## src/rtl/kp_pkg.sv

```systemverilog
package kp_pkg;
  typedef enum logic [1:0] {
    KP_SCAN = 2'd0,
    KP_WAIT = 2'd1,
    KP_HOLD = 2'd2
  } kp_state_e;
endpackage

```

## src/rtl/kp_sync.sv

```systemverilog
module kp_sync #(
  parameter int W = 4
) (
  input  logic         clk,
  input  logic         rst_n,
  input  logic [W-1:0] d_i,
  output logic [W-1:0] q_o
);
  logic [W-1:0] stage1_q;
  logic [W-1:0] stage2_q;

  always_ff @(posedge clk) begin
    if (!rst_n) begin
      stage1_q <= '0;
      stage2_q <= '0;
    end else begin
      stage1_q <= d_i;
      stage2_q <= stage1_q;
    end
  end

  assign q_o = stage2_q;
endmodule

```

## src/rtl/kp_col_pick.sv

```systemverilog
module kp_col_pick #(
  parameter int COLS  = 4,
  parameter int IDX_W = 2
) (
  input  logic [COLS-1:0]  cols_i,
  output logic             found_o,
  output logic [IDX_W-1:0] idx_o
);
  // Walk from the top down so that the lowest high column is the last one assigned and wins.
  always_comb begin
    found_o = 1'b0;
    idx_o   = '0;
    for (int c = COLS - 1; c >= 0; c--) begin
      if (cols_i[c]) begin
        found_o = 1'b1;
        idx_o   = IDX_W'(c);
      end
    end
  end
endmodule

```

## src/rtl/kp_row_drive.sv

```systemverilog
module kp_row_drive #(
  parameter int ROWS  = 4,
  parameter int ROW_W = 2
) (
  input  logic [ROW_W-1:0] sel_i,
  input  logic             all_i,
  output logic [ROWS-1:0]  rows_o
);
  for (genvar r = 0; r < ROWS; r++) begin : g_row
    assign rows_o[r] = all_i | (sel_i == ROW_W'(r));
  end
endmodule

```

## src/rtl/keypad_scanner.sv

```systemverilog
module keypad_scanner #(
  parameter int ROWS         = 4,
  parameter int COLS         = 4,
  parameter int SETTLE_CYC   = 2,
  parameter int DEBOUNCE_CYC = 200000
) (
  input  logic       clk,
  input  logic       rst_n,
  input  logic [3:0] col_i,
  output logic [3:0] row_o,
  output logic [3:0] key_code_o,
  output logic       key_valid_o
);
  import kp_pkg::*;

  localparam int ROW_W     = (ROWS > 1) ? $clog2(ROWS) : 1;
  localparam int COL_W     = (COLS > 1) ? $clog2(COLS) : 1;
  localparam int CODE_W    = (ROWS * COLS > 1) ? $clog2(ROWS * COLS) : 1;
  localparam int SAMPLE_AT = SETTLE_CYC + 1;
  localparam int DB_LAST   = DEBOUNCE_CYC - 1;
  localparam int CNT_MAX   = (SAMPLE_AT > DB_LAST) ? SAMPLE_AT : DB_LAST;
  localparam int CNT_W     = $clog2(CNT_MAX + 1) + 1;

  kp_state_e        state_q;
  logic [ROW_W-1:0] row_q;
  logic [ROW_W-1:0] row_next;
  logic [COL_W-1:0] col_q;
  logic [CNT_W-1:0] cnt_q;
  logic [COLS-1:0]  col_s;
  logic             pick_found;
  logic [COL_W-1:0] pick_idx;
  logic [ROWS-1:0]  rows_drv;
  logic [CODE_W-1:0] code_q;
  logic             valid_q;

  kp_sync #(.W(COLS)) u_sync (
    .clk   (clk),
    .rst_n (rst_n),
    .d_i   (col_i[COLS-1:0]),
    .q_o   (col_s)
  );

  kp_col_pick #(.COLS(COLS), .IDX_W(COL_W)) u_pick (
    .cols_i  (col_s),
    .found_o (pick_found),
    .idx_o   (pick_idx)
  );

  kp_row_drive #(.ROWS(ROWS), .ROW_W(ROW_W)) u_rows (
    .sel_i  (row_q),
    .all_i  (state_q == KP_HOLD),
    .rows_o (rows_drv)
  );

  assign row_next = (row_q == ROW_W'(ROWS - 1)) ? '0 : row_q + 1'b1;

  always_ff @(posedge clk) begin
    if (!rst_n) begin
      state_q <= KP_SCAN;
      row_q   <= '0;
      col_q   <= '0;
      cnt_q   <= '0;
      code_q  <= '0;
      valid_q <= 1'b0;
    end else begin
      valid_q <= 1'b0;
      case (state_q)
        KP_SCAN: begin
          if (cnt_q == CNT_W'(SAMPLE_AT)) begin
            cnt_q <= '0;
            if (pick_found) begin
              col_q   <= pick_idx;
              state_q <= KP_WAIT;
            end else begin
              row_q <= row_next;
            end
          end else begin
            cnt_q <= cnt_q + 1'b1;
          end
        end
        KP_WAIT: begin
          if (cnt_q == CNT_W'(DB_LAST)) begin
            cnt_q <= '0;
            if (col_s[col_q]) begin
              valid_q <= 1'b1;
              code_q  <= CODE_W'(row_q) * CODE_W'(COLS) + CODE_W'(col_q);
              state_q <= KP_HOLD;
            end else begin
              row_q   <= row_next;
              state_q <= KP_SCAN;
            end
          end else begin
            cnt_q <= cnt_q + 1'b1;
          end
        end
        KP_HOLD: begin
          if (|col_s) begin
            cnt_q <= '0;
          end else if (cnt_q == CNT_W'(DB_LAST)) begin
            cnt_q   <= '0;
            row_q   <= '0;
            state_q <= KP_SCAN;
          end else begin
            cnt_q <= cnt_q + 1'b1;
          end
        end
        default: begin
          state_q <= KP_SCAN;
          cnt_q   <= '0;
        end
      endcase
    end
  end

  assign row_o       = 4'(rows_drv);
  assign key_code_o  = 4'(code_q);
  assign key_valid_o = valid_q;

  logic [3:0] row_rot;
  assign row_rot = {row_o[2:0], row_o[3]};

  // while scanning, a change of row moves to the next row in order.
  a_r1_row_step: assert property (@(posedge clk) disable iff (!rst_n)
    (state_q == KP_SCAN && $past(state_q) == KP_SCAN && row_o != $past(row_o))
      |-> row_o == $past(row_rot));

  // a report lasts exactly one cycle.
  a_r5_single_pulse: assert property (@(posedge clk) disable iff (!rst_n)
    key_valid_o |=> !key_valid_o);

  // the wait counter never runs past its window.
  a_r5_cnt_bound: assert property (@(posedge clk) disable iff (!rst_n)
    cnt_q <= CNT_W'(CNT_MAX));

  // all rows are driven while a key is held.
  a_r7_all_rows: assert property (@(posedge clk) disable iff (!rst_n)
    (state_q == KP_HOLD) |-> (&row_o));

  // nothing new is reported during the hold phase.
  a_r7_quiet_hold: assert property (@(posedge clk) disable iff (!rst_n)
    (state_q == KP_HOLD && $past(state_q) == KP_HOLD) |-> !key_valid_o);
endmodule

```

## config.mk

```make
export PLATFORM = sky130hd
export DESIGN_NAME = keypad_scanner
export DESIGN_NICKNAME = d
export VERILOG_FILES = /design/src/rtl/kp_pkg.sv /design/src/rtl/kp_sync.sv /design/src/rtl/kp_col_pick.sv /design/src/rtl/kp_row_drive.sv /design/src/rtl/keypad_scanner.sv
export SDC_FILE = /design/constraint.sdc
export NUM_CORES = 1
export LEC_CHECK = 0
export CAP_MARGIN = 10
export CORE_UTILIZATION = 25
export CTS_CLUSTER_DIAMETER = 100
export DETAILED_ROUTE_END_ITERATION = 7
export DONT_BUFFER_PORTS = 1
export HOLD_SLACK_MARGIN = 0.15
export SLEW_MARGIN = 30
export SYNTH_ARGS = -nofsm -noshare
export SYNTH_HDL_FRONTEND = slang
export SYNTH_SLANG_ARGS = --single-unit
```

## constraint.sdc

```tcl
create_clock -name clk -period 2.3 [get_ports clk]
set_clock_uncertainty 0.1 [all_clocks]
set_input_delay 0.115 -clock clk [delete_from_list [all_inputs] [get_ports clk]]
set_output_delay 0.115 -clock clk [all_outputs]
set_load 0.005 [all_outputs]
```

==> results of run 1 <==
-- report_power, final --
group	switching, W	leakage (nW)	internal, W
logic	0.0000581	0.369	0.0000513
clock network	0.000245	0.0714	0.000463
registers	0.0000209	0.308	0.000678
-- how the worst max path moves through the flow --
stage | startpoint | end | slack [ns] | cells after the start
after floorplan | cnt_q[0] | cnt_q[16] | 0.51 | 6
after global placement | cnt_q[13] | key_code_o[2] | 0.35 | 5
after detailed placement | cnt_q[13] | state_q[0] | 0.33 | 5
after CTS | cnt_q[13] | key_code_o[1] | 0.31 | 5
after global routing | cnt_q[13] | cnt_q[3] | 0.11 | 6
final | cnt_q[13] | state_q[0] | 0.32 | 5
-- Yosys cell counts, drive strengths merged (3+ instances only) --
| cell | instances | area, sq um |
|---|---|---|
| nand3 | 9 | 45.0 |
| nand2b | 7 | 43.8 |
| and3 | 3 | 18.8 |
| and2 | 8 | 50.1 |
| xor2 | 7 | 61.3 |
| ha | 5 | 62.6 |
| nor2 | 31 | 116 |
| nor4 | 7 | 73.8 |
| xnor2 | 10 | 87.6 |
| dfxtp | 38 | 761 |
| inv | 8 | 30.0 |
| nand2 | 7 | 26.3 |
| mux2i | 8 | 80.1 |
| or3 | 4 | 26.3 |
| nor3 | 7 | 35.0 |
-- per-stage QoR --
stage          hold slack, ns  area [sq um]  utilization [%]  total power [W]
6_report                0.337          2010             30.7          0.00152
5_1_grt                 0.360          2010             30.7          0.00158
3_3_place_gp            0.136          1820             27.8         0.000814
3_5_place_dp            0.139          1820             27.8         0.000816
2_1_floorplan           0.142          1730                -         0.000803
4_1_cts                 0.340          2010             30.7          0.00153
-- worst register-to-register path, cell delays in order (launching register included) --
cell and delay (ns):
dfxtp_1 0.35, nor4_1 0.34, nand2_1 0.27, or3_2 0.55
a22oi_1 0.20, nor3_1 0.06
-- cells by family (layout without fill, tap and decap cells) --
logic type,count (synthesis),count (layout),synth area share (%)
flip-flops,38,38,44.0
XOR/XNOR,17,17,8.60
multiplexers,9,9,5.93
AND/OR/NAND/NOR,93,93,29.6
AO/OA/AOI/OAI,10,10,4.85
adder cells (fa/ha/maj),5,5,3.62
buffers and inverters,12,24,3.47
-- what timing repair did --
action,4_1_cts,5_1_grt
hold buffers,5,0
resized for setup,0,0
endpoints found under the hold margin,19,0
endpoints found under the setup margin,0,0
-- sequential cells by signal, summed over array words and instances (netlist names) --
register,flops
u_sync.stage1_q,4
cnt_q,19
col_q,2
state_q,2
u_sync.q_o,4
row_q,2
key_valid_o,1
key_code_o,4
-- final cells by class --
class | count | area share (%)
Multi-Input combinational cell | 134 | 45.3
Clock buffer | 6 | 4.11
Clock inverter | 2 | 2.99
Tap cell | 77 | 4.80
Sequential cell | 38 | 37.9
Timing Repair Buffer | 7 | 3.24
Inverter | 9 | 1.68
-- per-layer routing --
layer  vias up  track usage, %
met4         0            5.55
met5         -               0
met1       580            12.0
met3         7            3.02
li1        648               -
met2        18            14.6
==> flow_summary.ini, run 1 <==
[layout]
multi_input_area_sq_um = 910
final_layout_size_suffix_gt1_share_pct = 9.18
antenna_cells = 0
final_common_cell = dfxtp_1
regArea_sq_um = 761
num-nets-final = 206
n_fill_cell = 705
most-common-layout-cells = dfxtp_1 (38), nor2_1 (31), xnor2_1 (10)
area_growth_pct = 16.1
layout.cells.non_filler = 273

[yosys]
ys_seq_elements = 38
yosysSeqAreaShare_pct = 44.0
synth.distinct_cells = 36
synth_nets = 195
netlist_instances = 184
synth-edff-count = 0
synthArstFlopShare_pct = 0
synth_top_flop_cell = dfxtp_1
synth-warning-count = 0
syn_area_per_cell_sq_um = 9.40
netlist_area_sq_mm = 0.00173

[routing]
met1Wirelength_um = 1610
routed.top_layer = met4
postRouteWirelength_um = 3140
vias = 1253
wl_met2_um = 1320
drtIter0Drc = 84
drtPass1Iterations = 4
drc_errors = 0
antenna_left = 0
met3_length_um = 131
viasPerCell = 4.59
wire_per_inst_um = 11.5

[critical_path]
critPathSlowestCell = or3_2
r2r_setup_slack_ns = 0.32
critPathTopFamily = simple AND/OR/NAND/NOR gates
cp_cell_sequence = nor4_1 > nand2_1 > or3_2 > a22oi_1 > nor3_1
max_stage_delay_ns = 0.55
crit_arrival_ns = 2.07
worstPathRequired_ns = 2.38
rr_startpoint = cnt_q[13]
cp_max_fo = 6
worst-path-buf-inv = 0
cp-start-kind = flop
crit_type = reg -> reg
setup.worst_path.end_class = flop
reg2regPathDepth = 5
rr_endpoint = state_q[0]

[placement]
place.port_buffers = 0
preCtsSetupSlack_ns = 0.335
dp_cells = 260
gp_congestion = 0.737
dp_hpwl_um = 2180

[grt]
grt_pass1_vias = 1180
grt_max_degree = 20
grt_use_total_pct = 9.60
antenna_found_initial = 0
overflow = 0
grt_first_pass_wirelength_um = 5420

[clock_network]
cts_sinks = 38
cts-root-buf = clkbuf_8
insertion_delay_ns = 0.29
clk_pin_slew_ns = 0.08
cts_buffers = 5
h-tree-depth = 2
cts_setup_buffers = 0
cts_tree = done
clock_path_buffers = 2

[power_and_ir_drop]
ir_drop_mv = 0.332
p_leak_nw = 0.748
p_per_area_mw_per_mm2 = 755

[sta]
maxSlewHeadroom_pct = 70.6
period_needed_ns = 1.98
maxSlewViolCount = 0
setup_tns_ns = 0
clock.fmax_ghz = 0.505
fin_ws_ns = 0.319
hold_violations = 0
setup_viol = 0
tightest_slew_ns = 0.437
fin_crit_sh_pct = 86.1
rsz0062_at_grt = no

[min_path]
worstHoldStart = u_sync.stage1_q[3]
whs_path_depth = 1
hp-class = reg -> reg
min_to = u_sync.q_o[3]

[floorplan]
core_area_sq_mm = 0.00653
io_pins = 15
die_w_um = 85.2
row_count = 29
die_area_sq_mm = 0.00726
initial_utilization_pct = 26.5
dieHeight_um = 85.2

[run]
drv_cap = 0

[outcome]
status = finished, final reports clean
Note: power is estimated with default switching activity, not from simulation.
==> run 2: changes to the inputs <==
Settings changed: CORE_ASPECT_RATIO from default to 0.8.
==> run 2 against run 1 <==
Net effect:
- combinational power about the same
- via count fell by 0.64%
- routed wire length grew 0.83%
- clock-buffer cell count stayed put
- total power fell by 9.0%
==> flow_summary.ini, run 2 (synthesized netlist as in run 1, its figures left out) <==
[sta]
maxSlewViolCount = 0
tightest_slew_ns = 0.479
fin_crit_sh_pct = 87.6
setup_viol = 0
hold_violations = 0
fin_ws_ns = 0.285
clock.fmax_ghz = 0.496
setup_tns_ns = 0
rsz0062_at_grt = no
period_needed_ns = 2.02
maxSlewHeadroom_pct = 67.8

[placement]
dp_hpwl_um = 2250
preCtsSetupSlack_ns = 0.291
dp_cells = 267
gp_congestion = 0.751
place.port_buffers = 0

[critical_path]
crit_type = reg -> reg
setup.worst_path.end_class = flop
cp-start-kind = flop
worstPathRequired_ns = 2.38
crit_arrival_ns = 2.09
cp_max_fo = 6

[clock_network]
cts_tree = done
cts-root-buf = clkbuf_8
ctsResizeCount = 0
h-tree-depth = 2
clk_pin_slew_ns = 0.07
cts_sinks = 38
clock_path_buffers = 2
insertion_delay_ns = 0.29
cts_buffers = 5
cts_setup_buffers = 0

[floorplan]
dieHeight_um = 76.4
initial_utilization_pct = 26.5
die_w_um = 95.0
die_area_sq_mm = 0.00726
io_pins = 15
row_count = 26
core_area_sq_mm = 0.00654

[grt]
grt_first_pass_wirelength_um = 5460
overflow = 0
grt_max_degree = 20
grt_pass1_vias = 1146
antenna_found_initial = 0
grt_use_total_pct = 9.80

[layout]
area_growth_pct = 14.8
utilization_pct = 30.4
antenna_cells = 0
n_fill_cell = 673
most-common-layout-cells = dfxtp_1 (38), nor2_1 (31), xnor2_1 (10)
final_common_cell = dfxtp_1
num-nets-final = 206
final_layout_size_suffix_gt1_share_pct = 8.72
largest_register = cnt_q
layout.cells.non_filler = 279
largest_reg_flops = 19

[min_path]
hp-class = reg -> reg

[routing]
postRouteWirelength_um = 3160
vias = 1245
drc_errors = 0
viasPerCell = 4.46
wire_per_inst_um = 11.3
antenna_left = 0
drtIter0Drc = 46
drtPass1Iterations = 4

[outcome]
status = finished, final reports clean

[run]
drv_cap = 0

[power_and_ir_drop]
p_per_area_mw_per_mm2 = 695
ir_drop_mv = 0.386
p_leak_nw = 0.734
[run 2: per-layer routing]
| metal | wire length (um) | global-route usage (%) | up-vias |
|---|---|---|---|
| li1 | - | - | 645 |
| met1 | 1690 | 13.4 | 574 |
| met2 | 1270 | 13.0 | 21 |
| met3 | 155 | 4.79 | 5 |
| met4 | 44 | 3.64 | 0 |
| met5 | 0 | 0 | - |
[run 2: report_power, final]
group	internal, W	switching, W
logic	0.0000511	0.0000580
registers	0.000678	0.0000210
clock network	0.000347	0.000225
total	0.00108	0.000304
[run 2: cell type report]
cell class | count | area, sq um | share of cell area [%]
multi-input cells | 134 | 910 | 45.8
flip-flops and latches | 38 | 761 | 38.3
well taps | 84 | 105 | 5.29
clock buffers | 6 | 82.6 | 4.16
repair buffers | 7 | 65.1 | 3.27
inverters | 9 | 33.8 | 1.70
clock inverters | 1 | 30.0 | 1.51
[run 2: worst max-delay path, stage by stage, from the launching register on]
cell     delay (ns)
dfxtp_1        0.35
nor4_1         0.34
nand2_1        0.25
nor4_4         0.55
mux2i_1        0.24
nor2_1         0.06
[run 2: final timing paths]
| path | depth (start not counted) | from | endpoint | slack [ns] |
|---|---|---|---|---|
| setup reg to reg | 5 | cnt_q[6] | key_code_o[0] | 0.28 |
| hold reg to reg | 1 | u_sync.stage1_q[2] | u_sync.q_o[2] | 0.33 |
| hold / removal | 1 | u_sync.stage1_q[2] | u_sync.q_o[2] | 0.33 |
| setup / recovery | 5 | cnt_q[6] | key_code_o[0] | 0.28 |
[run 2: what timing repair did]
item                                   CTS  global route
endpoints found under the hold margin   19             0
setup endpoints to repair                0             0
hold buffers                             5             0
[run 2: metrics by stage]
stage	power (W)	area (sq um)	hold slack (ns)
floorplan	0.000803	1730	0.142
global placement	0.000814	1820	0.134
detailed placement	0.000816	1820	0.141
CTS	0.00140	1990	0.338
global route	0.00144	1990	0.346
finish	0.00138	1990	0.333
==> run 3: changes to the inputs <==
Settings changed: CORE_ASPECT_RATIO 0.8 to 1.1.
==> run 3 against run 2 <==
Net effect:
- global-route usage up 0.10 points
- critical path depth unchanged
- routed wire length down 4.6%
- sequential power about the same
- highest routed layer unchanged
- combinational power about the same
==> flow_summary.ini, run 3 (synthesized netlist as in run 1, its figures left out) <==
[outcome]
status = finished, final reports clean

[power_and_ir_drop]
p_per_area_mw_per_mm2 = 695
total_power_w = 0.00138
p_leak_nw = 0.734
ir_drop_mv = 0.256

[clock_network]
h-tree-depth = 2
cts_tree = done
clk_pin_slew_ns = 0.08
cts_sinks = 38
clock_path_buffers = 2
ctsResizeCount = 0
cts_buffers = 5
cts-root-buf = clkbuf_8
insertion_delay_ns = 0.29

[layout]
largest_register = cnt_q
final_common_cell = dfxtp_1
utilization_pct = 29.9
most-common-layout-cells = dfxtp_1 (38), nor2_1 (31), xnor2_1 (10)
n_fill_cell = 695
final_layout_size_suffix_gt1_share_pct = 8.72
num-nets-final = 206
antenna_cells = 0
area_growth_pct = 14.7
largest_reg_flops = 19

[critical_path]
r2r_setup_slack_ns = 0.33
reg2regPathDepth = 5
critPathSlowestCell = nor4_4
worstPathRequired_ns = 2.38
rr_endpoint = key_code_o[3]
crit_end = key_code_o[3]
worst-path-buf-inv = 0
crit_arrival_ns = 2.05
crit_type = reg -> reg
max_stage_delay_ns = 0.53
cp.depth = 5
setup.worst_path.end_class = flop
rr_startpoint = cnt_q[13]
cp-start-kind = flop
critPathTopFamily = simple AND/OR/NAND/NOR gates
cp_max_fo = 6
startpoint = cnt_q[13]
cp_cell_sequence = nor4_1 > nand2_1 > nor4_4 > mux2i_1 > nor2_1

[sta]
setup_viol = 0
maxSlewViolCount = 0
hold_violations = 0
period_needed_ns = 1.97
fin_ws_ns = 0.330
setup_tns_ns = 0
tightest_slew_ns = 0.451
fin_crit_sh_pct = 85.7
maxSlewHeadroom_pct = 69.7
clock.fmax_ghz = 0.508
rsz0062_at_grt = no

[floorplan]
io_pins = 15
die_area_sq_mm = 0.00726
initial_utilization_pct = 26.1
dieHeight_um = 89.3
die_w_um = 81.3
row_count = 31
core_area_sq_mm = 0.00663

[placement]
gp_congestion = 0.749
preCtsSetupSlack_ns = 0.358
place.port_buffers = 0
dp_hpwl_um = 2180

[grt]
grt_first_pass_wirelength_um = 5400
grt_max_degree = 20
grt_use_total_pct = 9.91
antenna_found_initial = 0
overflow = 0
grt_pass1_vias = 1147

[min_path]
hp-class = reg -> reg

[run]
drv_cap = 0

[routing]
vias = 1249
drtPass1Iterations = 4
antenna_left = 0
drtIter0Drc = 46
postRouteWirelength_um = 3020
viasPerCell = 4.51
wire_per_inst_um = 10.9
drc_errors = 0
## run 3: routing by layer
metal	vias up	part of all wire [%]	GRT usage, %
met3	5	4.7	3.78
met4	0	1.5	4.87
met2	15	47	15.8
li1	643	-	-
met1	586	46	11.6
met5	-	0	0
## run 3: power breakdown
group	switching (W)	internal, W
combinational	0.0000565	0.0000510
sequential	0.0000213	0.000678
clock	0.000225	0.000347
## run 3: per-stage QoR
stage	hold slack [ns]	area (sq um)	instances
2_1_floorplan	0.142	1730	184
4_1_cts	0.336	1980	277
6_report	0.333	1980	277
3_5_place_dp	0.140	1820	265
5_1_grt	0.352	1980	277
3_3_place_gp	0.137	1820	265
## run 3: worst register-to-register path: stages (launching register included)
cell,delay (ns)
dfxtp_1,0.34
nor4_1,0.31
nand2_1,0.26
nor4_4,0.53
mux2i_1,0.25
nor2_1,0.05
## run 3: what timing repair did
action,CTS,global route
buffers inserted,0,0
endpoints found under the hold margin,19,0
hold buffers,5,0
## run 3: layout make-up
type | instances | area, sq um | share of cell area (%)
flip-flops and latches | 38 | 761 | 38.3
repair buffers | 7 | 65.1 | 3.28
clock buffers | 6 | 82.6 | 4.16
well taps | 82 | 103 | 5.17
multi-input cells | 134 | 910 | 45.8
inverters | 9 | 33.8 | 1.70
clock inverters | 1 | 30.0 | 1.51
## run 3: worst min path at each step
stage	endpoint	cells after the start	start	slack [ns]
2_1_floorplan	u_sync.stage1_q[0]	1	col_i[0]	0.14
3_3_place_gp	state_q[1]	1	rst_n	0.14
3_5_place_dp	state_q[1]	1	rst_n	0.14
4_1_cts	u_sync.q_o[3]	1	u_sync.stage1_q[3]	0.34
5_1_grt	u_sync.q_o[1]	1	u_sync.stage1_q[1]	0.35
6_report	u_sync.q_o[2]	1	u_sync.stage1_q[2]	0.33
